<file path="config.mk">
export PLATFORM = sky130hd
export DESIGN_NAME = smp_period_gen
export DESIGN_NICKNAME = d
export VERILOG_FILES = /design/src/rtl/smp_pkg.sv /design/src/rtl/smp_cfg_reg.sv /design/src/rtl/smp_base_div.sv /design/src/rtl/smp_unit_cnt.sv /design/src/rtl/smp_period_gen.sv
export SDC_FILE = /design/constraint.sdc
export NUM_CORES = 1
export LEC_CHECK = 0
export CAP_MARGIN = 20
export CELL_PAD_IN_SITES_DETAIL_PLACEMENT = 0
export CELL_PAD_IN_SITES_GLOBAL_PLACEMENT = 1
export CORE_UTILIZATION = 45
export CTS_BUF_LIST = sky130_fd_sc_hd__clkbuf_8
export DETAILED_ROUTE_END_ITERATION = 10
export DONT_BUFFER_PORTS = 1
export GPL_ROUTABILITY_DRIVEN = 0
export HOLD_SLACK_MARGIN = 0.08
export PLACE_DENSITY = 0.86
export SETUP_SLACK_MARGIN = 0.4
export SYNTH_ARGS = -nofsm -noshare
export SYNTH_HDL_FRONTEND = slang
export SYNTH_HIERARCHICAL = 1
export SYNTH_SLANG_ARGS = --single-unit
</file>
<file path="constraint.sdc">
create_clock -name clk -period 1.4 [get_ports clk]
set_input_delay 0.28 -clock clk [delete_from_list [all_inputs] [get_ports clk]]
set_output_delay 0.28 -clock clk [all_outputs]
set_load 0.05 [all_outputs]
</file>
<file path="src/rtl/smp_pkg.sv">
package smp_pkg;

    localparam int CFG_W  = 8;
    localparam int MULT_W = 7;

    // Stored period setting: time base select on top, multiplier below
    typedef struct packed {
        logic              long_base;
        logic [MULT_W-1:0] mult;
    } smp_cfg_t;

endpackage

</file>
<file path="src/rtl/smp_cfg_reg.sv">
module smp_cfg_reg
    import smp_pkg::*;
#(
    parameter logic [CFG_W-1:0] RST_CFG   = 8'h01,
    parameter logic [CFG_W-1:0] LP_THRESH = 8'h0A
) (
    input  logic             clk,
    input  logic             rst_n,
    input  logic             wr_en,
    input  logic [CFG_W-1:0] wr_byte,
    output smp_cfg_t         cfg,
    output logic             low_power
);

    typedef struct packed {
        smp_cfg_t cfg;
        logic     lp;
    } cfg_state_t;

    localparam cfg_state_t RST_STATE = '{
        cfg: smp_cfg_t'(RST_CFG),
        lp:  (RST_CFG >= LP_THRESH)
    };

    cfg_state_t st_d, st_q;

    always_comb begin
        st_d = st_q;
        if (wr_en) begin
            st_d.cfg = smp_cfg_t'(wr_byte);
            st_d.lp  = (wr_byte >= LP_THRESH);
        end
    end

    always_ff @(posedge clk or negedge rst_n) begin
        if (!rst_n) st_q <= RST_STATE;
        else        st_q <= st_d;
    end

    assign cfg       = st_q.cfg;
    assign low_power = st_q.lp;

endmodule

</file>
<file path="src/rtl/smp_base_div.sv">
module smp_base_div #(
    parameter int SHORT_TICKS = 3,
    parameter int LONG_TICKS  = 7,
    parameter int SUB_W       = 3
) (
    input  logic clk,
    input  logic rst_n,
    input  logic clr,
    input  logic tick,
    input  logic long_base,
    output logic unit_done
);

    localparam int MAX_TICKS = (SHORT_TICKS > LONG_TICKS) ? SHORT_TICKS : LONG_TICKS;

    generate
        if (MAX_TICKS <= 1) begin : g_passthru
            // One tick per base unit: no prescaler state needed
            assign unit_done = tick && !clr;
        end else begin : g_count
            localparam logic [SUB_W-1:0] SHORT_LAST = SUB_W'(SHORT_TICKS - 1);
            localparam logic [SUB_W-1:0] LONG_LAST  = SUB_W'(LONG_TICKS - 1);

            typedef struct packed {
                logic [SUB_W-1:0] sub;
            } div_state_t;

            div_state_t       st_d, st_q;
            logic [SUB_W-1:0] last;
            logic             wrap;

            always_comb begin
                last = long_base ? LONG_LAST : SHORT_LAST;
                wrap = tick && !clr && (st_q.sub == last);
                st_d = st_q;
                if (clr)       st_d.sub = '0;
                else if (wrap) st_d.sub = '0;
                else if (tick) st_d.sub = st_q.sub + 1'b1;
            end

            always_ff @(posedge clk or negedge rst_n) begin
                if (!rst_n) st_q <= '0;
                else        st_q <= st_d;
            end

            assign unit_done = wrap;
        end
    endgenerate

endmodule

</file>
<file path="src/rtl/smp_unit_cnt.sv">
module smp_unit_cnt #(
    parameter int MULT_W = 7
) (
    input  logic              clk,
    input  logic              rst_n,
    input  logic              clr,
    input  logic              unit_done,
    input  logic [MULT_W-1:0] mult,
    output logic              strobe
);

    typedef struct packed {
        logic [MULT_W-1:0] units;
        logic              stb;
    } unit_state_t;

    unit_state_t st_d, st_q;

    always_comb begin
        st_d     = st_q;
        st_d.stb = 1'b0;
        if (clr) begin
            st_d.units = '0;
        end else if (unit_done) begin
            if (st_q.units == mult) begin
                st_d.units = '0;
                st_d.stb   = 1'b1;
            end else begin
                st_d.units = st_q.units + 1'b1;
            end
        end
    end

    always_ff @(posedge clk or negedge rst_n) begin
        if (!rst_n) st_q <= '0;
        else        st_q <= st_d;
    end

    assign strobe = st_q.stb;

endmodule

</file>
<file path="src/rtl/smp_period_gen.sv">
module smp_period_gen
    import smp_pkg::*;
#(
    parameter int               SHORT_TICKS = 3,
    parameter int               LONG_TICKS  = 7,
    parameter int               DATA_W      = 16,
    parameter logic [CFG_W-1:0] RST_CFG     = 8'h01,
    parameter logic [CFG_W-1:0] LP_THRESH   = 8'h0A
) (
    input  logic              clk,
    input  logic              rst_n,
    input  logic              tick,
    input  logic              wr_en,
    input  logic [DATA_W-1:0] wr_data,
    output logic [DATA_W-1:0] cfg_rd,
    output logic              strobe,
    output logic              low_power
);

    localparam int MAX_TICKS = (SHORT_TICKS > LONG_TICKS) ? SHORT_TICKS : LONG_TICKS;
    localparam int SUB_W     = (MAX_TICKS > 1) ? $clog2(MAX_TICKS) : 1;

    smp_cfg_t cfg;
    logic     unit_done;

    smp_cfg_reg #(
        .RST_CFG   (RST_CFG),
        .LP_THRESH (LP_THRESH)
    ) u_cfg (
        .clk       (clk),
        .rst_n     (rst_n),
        .wr_en     (wr_en),
        .wr_byte   (wr_data[CFG_W-1:0]),
        .cfg       (cfg),
        .low_power (low_power)
    );

    smp_base_div #(
        .SHORT_TICKS (SHORT_TICKS),
        .LONG_TICKS  (LONG_TICKS),
        .SUB_W       (SUB_W)
    ) u_div (
        .clk       (clk),
        .rst_n     (rst_n),
        .clr       (wr_en),
        .tick      (tick),
        .long_base (cfg.long_base),
        .unit_done (unit_done)
    );

    smp_unit_cnt #(
        .MULT_W (MULT_W)
    ) u_units (
        .clk       (clk),
        .rst_n     (rst_n),
        .clr       (wr_en),
        .unit_done (unit_done),
        .mult      (cfg.mult),
        .strobe    (strobe)
    );

    assign cfg_rd = {{(DATA_W-CFG_W){1'b0}}, cfg};

endmodule

</file>
==> results of run 1 <==
-- power by group through the flow --
stage	clock network, mW	registers, mW	logic [mW]
global placement	0	0.647	0.287
floorplan	0	0.736	0.166
global route	0.415	0.653	0.365
finish	0.381	0.649	0.348
detailed placement	0	0.650	0.294
CTS	0.394	0.649	0.348
-- layer usage --
layer	up-vias	GRT usage	part of all wire
met3	5	0.0261	0.040
met5	-	0	0
met2	26	0.301	0.49
li1	363	-	-
met1	390	0.275	0.45
met4	0	0.105	0.020
-- area by class of cell --
| type | instances | area (sq um) |
|---|---|---|
| Multi-Input combinational cell | 69 | 607 |
| Inverter | 4 | 15.0 |
| Clock inverter | 1 | 3.75 |
| Sequential cell | 20 | 512 |
| Timing Repair Buffer | 19 | 211 |
| Clock buffer | 3 | 41.3 |
| Tap cell | 28 | 35.0 |
| Fill cell | 184 | 872 |
-- final timing paths --
path	endpoint	slack [ns]	cells after the start
worst max register to register	u_units/st_q[4]	-0.23	4
worst min-delay path	u_units/strobe	0.09	1
max in group asynchronous	u_cfg/cfg[5]	0.68	1
min in group asynchronous	u_units/st_q[6]	0.12	1
worst max-delay path	u_units/st_q[4]	-0.23	4
worst min register to register	u_units/st_q[3]	0.62	1
-- repair_timing --
action | 4_1_cts | 5_1_grt
hold buffers | 1 | 0
endpoints found under the hold margin | 20 | 0
pin swaps | 2 | 3
resized for setup | 24 | 3
setup endpoints to repair | 22 | 42
-- registers in the layout, indices dropped and copies added, names as in the netlist --
register and flops:
u_cfg/cfg 8, u_cfg/low_power 1, u_units/strobe 1, u_div/g_count.st_q 3, u_units/st_q 7
-- logic make-up after synthesis --
group | count (synthesis) | synth area share
flip-flops | 20 | 0.442
other | 1 | 0.00330
buffers and inverters | 14 | 0.0793
AND/OR/NAND/NOR | 23 | 0.118
XOR/XNOR | 13 | 0.100
multiplexers | 8 | 0.106
adder cells (fa/ha/maj) | 3 | 0.0330
AO/OA/AOI/OAI | 14 | 0.119
-- synth_stat cells, drive strengths merged (2+ instances only) --
cell type / instances
mux2: 8
dfrtp: 19
nor2: 5
inv: 4
nand2: 4
xnor2: 6
a32o: 6
buf: 9
o21ai: 2
nand3: 5
xor2: 7
nor3b: 2
ha: 3
-- stage by stage --
| step | util | area (sq um) |
|---|---|---|
| floorplan | - | 1180 |
| detailed placement | 0.556 | 1280 |
| CTS | 0.618 | 1420 |
| finish | 0.620 | 1430 |
| global route | 0.620 | 1430 |
| global placement | 0.556 | 1280 |
==> impl_metrics.toml, run 1 <==
[power_and_ir_drop]
power_frac_comb = 0.252
p_clk_frac = 0.277
p_leak_nw = 0.683
internal_power_mw = 0.949
ir_drop_mv = 0.719
p_total_mw = 1.38
p_switching_mw = 0.429
p_per_area_nw_per_um2 = 967
power_frac_seq = 0.471
swShare = 0.311

[setup_path]
cp.arrival_ns = 1.77
critPathMaxStageDelay_ns = 0.43
crit-reg2reg-launch = "u_cfg/cfg[5]"
cp-startpoint = "u_cfg/cfg[5]"
slowest_stage = "dfrtp_2"
path_delay_family = "simple AND/OR/NAND/NOR gates"
crit_buf_inv = 0
cp-end-kind = "register"
required_ns = 1.54
cp_max_fo = 8
crit_chain = "xor2_1 -> nor4_2 -> nand4_2 -> a32o_1"
critical_path_class = "register to register"
cp-start-kind = "register"

[routing]
drc = 0
vias = 784
wl_microns = 2200
ant_nets = 0
drtIter0Drc = 12
drtPass1Iterations = 4
via_per_inst = 5.44
wl_per_cell_microns = 15.3

[placement]
numPortBuffers = 0
dp_slack_ns = -0.164
hpwl_microns = 1610
dp_cells = 139

[sta]
skew_ns = 0.00898
worst_pin_slew_ns = 0.867
setup_slack_ns = -0.229
max_clock_freq_mhz = 614
fin_crit_sh = 1.16
setup_viol = 8
holdWs_ns = 0.0930
finalSetupTns_ns = -1.64
post-route-min-period_ns = 1.63
maxSlewHeadroom = 0.421
drv_slew = 0
hold_violations = 0
grt_setup_unrepaired = "yes"

[global_route]
grt_max_degree = 21
grt_pass1_vias = 811
grt_overflow_total = 0
antenna_found_initial = 0
grt_pass1_wl_microns = 3790
grt.total_usage = 0.199

[final_layout]
insertedDiodeCount = 0
syn_to_final_growth_pct = 25.4
layout_common_cells = "dfrtp_1, conb_1, buf_4, mux2_4, dfrtp_2"
drive_gt1_frac = 0.448
nNetsFinal = 140
final_common_cell = "dfrtp_1"
layout.cells.non_filler = 144

[floorplan]
die_area_sq_um = 2730
core_area_sq_um = 2300
initial_core_util = 0.495
rows = 17
die_w_microns = 52.2
fp.dieH_microns = 52.2
io_pins = 38

[cts]
cts-root-buf = "clkbuf_8"
cts_tree = "built"
cts_setup_buffers = 0
cts_sinks = 20
numCtsBuffers = 3
path_clk_slew_ns = 0.06
cts_htree_levels = 1
cts_buffer_depth = 2
clkLatencyLatePin_ns = 0.26

[synthesis]
netlist_top_cells_area = "dfrtp_1, mux2_4, xor2_1"
synthCells = 96
yosysWarnings = 6
syn_area_sq_um = 1140
synth_top_area_share = 0.419
synth_ff_type = "dfrtp_1"
avgSynthCellArea_sq_um = 11.8
ys_types = 32
ys_seq_area_frac = 0.442
synth_edf_count = 0
async_flop_share = 1.00
synth_seq_cells = 20
yosysTopAreaCell = "dfrtp_1"

[status]
run_status = "complete, but fails checks"
violations = "setup timing"

[min_path]
hold_path_class = "primary input to register"
min_from = "wr_en"

[run]
maxCapViolCount = 0
Note: power is estimated with default switching activity, not from simulation.
==> run 2, diff against run 1 <==
CORE_UTILIZATION = 42   (was 45)
CTS_BUF_LIST = unset   (was sky130_fd_sc_hd__clkbuf_8)
PLACE_DENSITY = 0.81   (was 0.86)
==> run 2 against run 1 <==
The run still ends with setup timing left. Critical path type unchanged. Non-clock buffer count up 4. Sequential power about the same. Final area up 3.8%. Cell count up 4.2%. Largest cell class unchanged.
==> impl_metrics.toml, run 2 (synthesized netlist as in run 1, its figures left out) <==
[routing]
drc = 0
drtPass1Iterations = 4
drtIter0Drc = 6
via_per_inst = 5.35
ant_nets = 0
wl_per_cell_microns = 16.4
wl_microns = 2460
vias = 802

[placement]
dp_slack_ns = -0.148
hpwl_microns = 1630
dp_cells = 141
numPortBuffers = 0

[run]
maxCapViolCount = 0

[setup_path]
cp-end-kind = "register"
cp.arrival_ns = 1.77
cp_max_fo = 8
cp-start-kind = "register"
required_ns = 1.59
critical_path_class = "register to register"

[global_route]
grt_overflow_total = 0
grt.total_usage = 0.196
antenna_found_initial = 0
grt_pass1_vias = 880
grt_max_degree = 21
grt_pass1_wl_microns = 4030

[sta]
skew_ns = 0.00598
holdWs_ns = 0.0950
maxSlewHeadroom = 0.413
post-route-min-period_ns = 1.58
grt_setup_unrepaired = "yes"
setup_viol = 8
max_clock_freq_mhz = 633
fin_crit_sh = 1.13
hold_violations = 0
setup_slack_ns = -0.179
worst_pin_slew_ns = 0.881
drv_slew = 0

[final_layout]
largest_register_ffs = 8
insertedDiodeCount = 0
nNetsFinal = 144
layout_common_cells = "dfrtp_1, buf_4"
drive_gt1_frac = 0.483
utilization = 0.586
syn_to_final_growth_pct = 30.2
final_common_cell = "dfrtp_1"
layout.cells.non_filler = 150

[cts]
cts_sinks = 20
cts_htree_levels = 1
cts-root-buf = "clkbuf_4"
numCtsBuffers = 3
cts_buffer_depth = 2
cts_tree = "built"
clkLatencyLatePin_ns = 0.30
path_clk_slew_ns = 0.11

[power_and_ir_drop]
power_frac_seq = 0.497
p_clk_frac = 0.215
swShare = 0.323
internal_power_mw = 0.882
p_per_area_nw_per_um2 = 882
p_total_mw = 1.30
p_leak_nw = 0.698
ir_drop_mv = 0.792
power_frac_comb = 0.288
p_switching_mw = 0.422

[floorplan]
initial_core_util = 0.450
die_area_sq_um = 2920
die_w_microns = 54.0
rows = 18
core_area_sq_um = 2520
fp.dieH_microns = 54.0
io_pins = 38

[min_path]
hold_path_class = "primary input to register"

[status]
violations = "setup timing"
run_status = "complete, but fails checks"
## run 2: final timing paths
check                                 from               to  slack [ns]  depth (start not counted)
max in group asynchronous            rst_n     u_cfg/cfg[7]        0.64                          1
setup / recovery           u_units/st_q[2]  u_units/st_q[4]       -0.18                          4
setup reg to reg           u_units/st_q[2]  u_units/st_q[4]       -0.18                          4
hold / removal                       wr_en  u_cfg/low_power         0.1                          1
min in group asynchronous            rst_n  u_units/st_q[6]        0.16                          1
hold reg to reg            u_units/st_q[3]  u_units/st_q[3]        0.63                          1
## run 2: per-layer routing
layer,wire length (microns),global-route usage,part of all wire,vias up
met5,0,0,0,-
met4,12,0.0641,0.0049,0
met3,100,0.0254,0.041,2
met2,1290,0.358,0.52,23
met1,1060,0.235,0.43,407
li1,-,-,-,370
## run 2: power groups by stage
| stage | combinational (mW) | sequential (mW) | clock (mW) |
|---|---|---|---|
| 2_1_floorplan | 0.166 | 0.736 | 0 |
| 3_3_place_gp | 0.287 | 0.648 | 0 |
| 3_5_place_dp | 0.295 | 0.649 | 0 |
| 4_1_cts | 0.364 | 0.646 | 0.289 |
| 5_1_grt | 0.398 | 0.651 | 0.302 |
| 6_report | 0.376 | 0.648 | 0.280 |
## run 2: metrics by stage
| stage | TNS [ns] | instance area, sq um |
|---|---|---|
| 2_1_floorplan | -1.23 | 1180 |
| 3_3_place_gp | -1.27 | 1280 |
| 3_5_place_dp | -1.00 | 1280 |
| 4_1_cts | -1.21 | 1450 |
| 5_1_grt | -1.97 | 1480 |
| 6_report | -1.35 | 1480 |
## run 2: timing repair
item,4_1_cts,5_1_grt
setup buffers,3,0
endpoints found under the hold margin,23,3
hold buffers,1,1
resized for setup,29,5
setup endpoints to repair,25,42
pin swaps,6,2
## run 2: final cells by class
| cell class | count | area (sq um) |
|---|---|---|
| clock buffers | 4 | 26.3 |
| well taps | 30 | 37.5 |
| multi-input cells | 69 | 633 |
| inverters | 4 | 15.0 |
| repair buffers | 23 | 255 |
| flip-flops and latches | 20 | 512 |
| fillers | 202 | 1040 |
## run 2: critical path: stages, from the launching register on
cell and delay (ns):
dfrtp_1 0.41, xor2_1 0.17, nor4_2 0.30, nand4_2 0.26, a32o_1 0.33
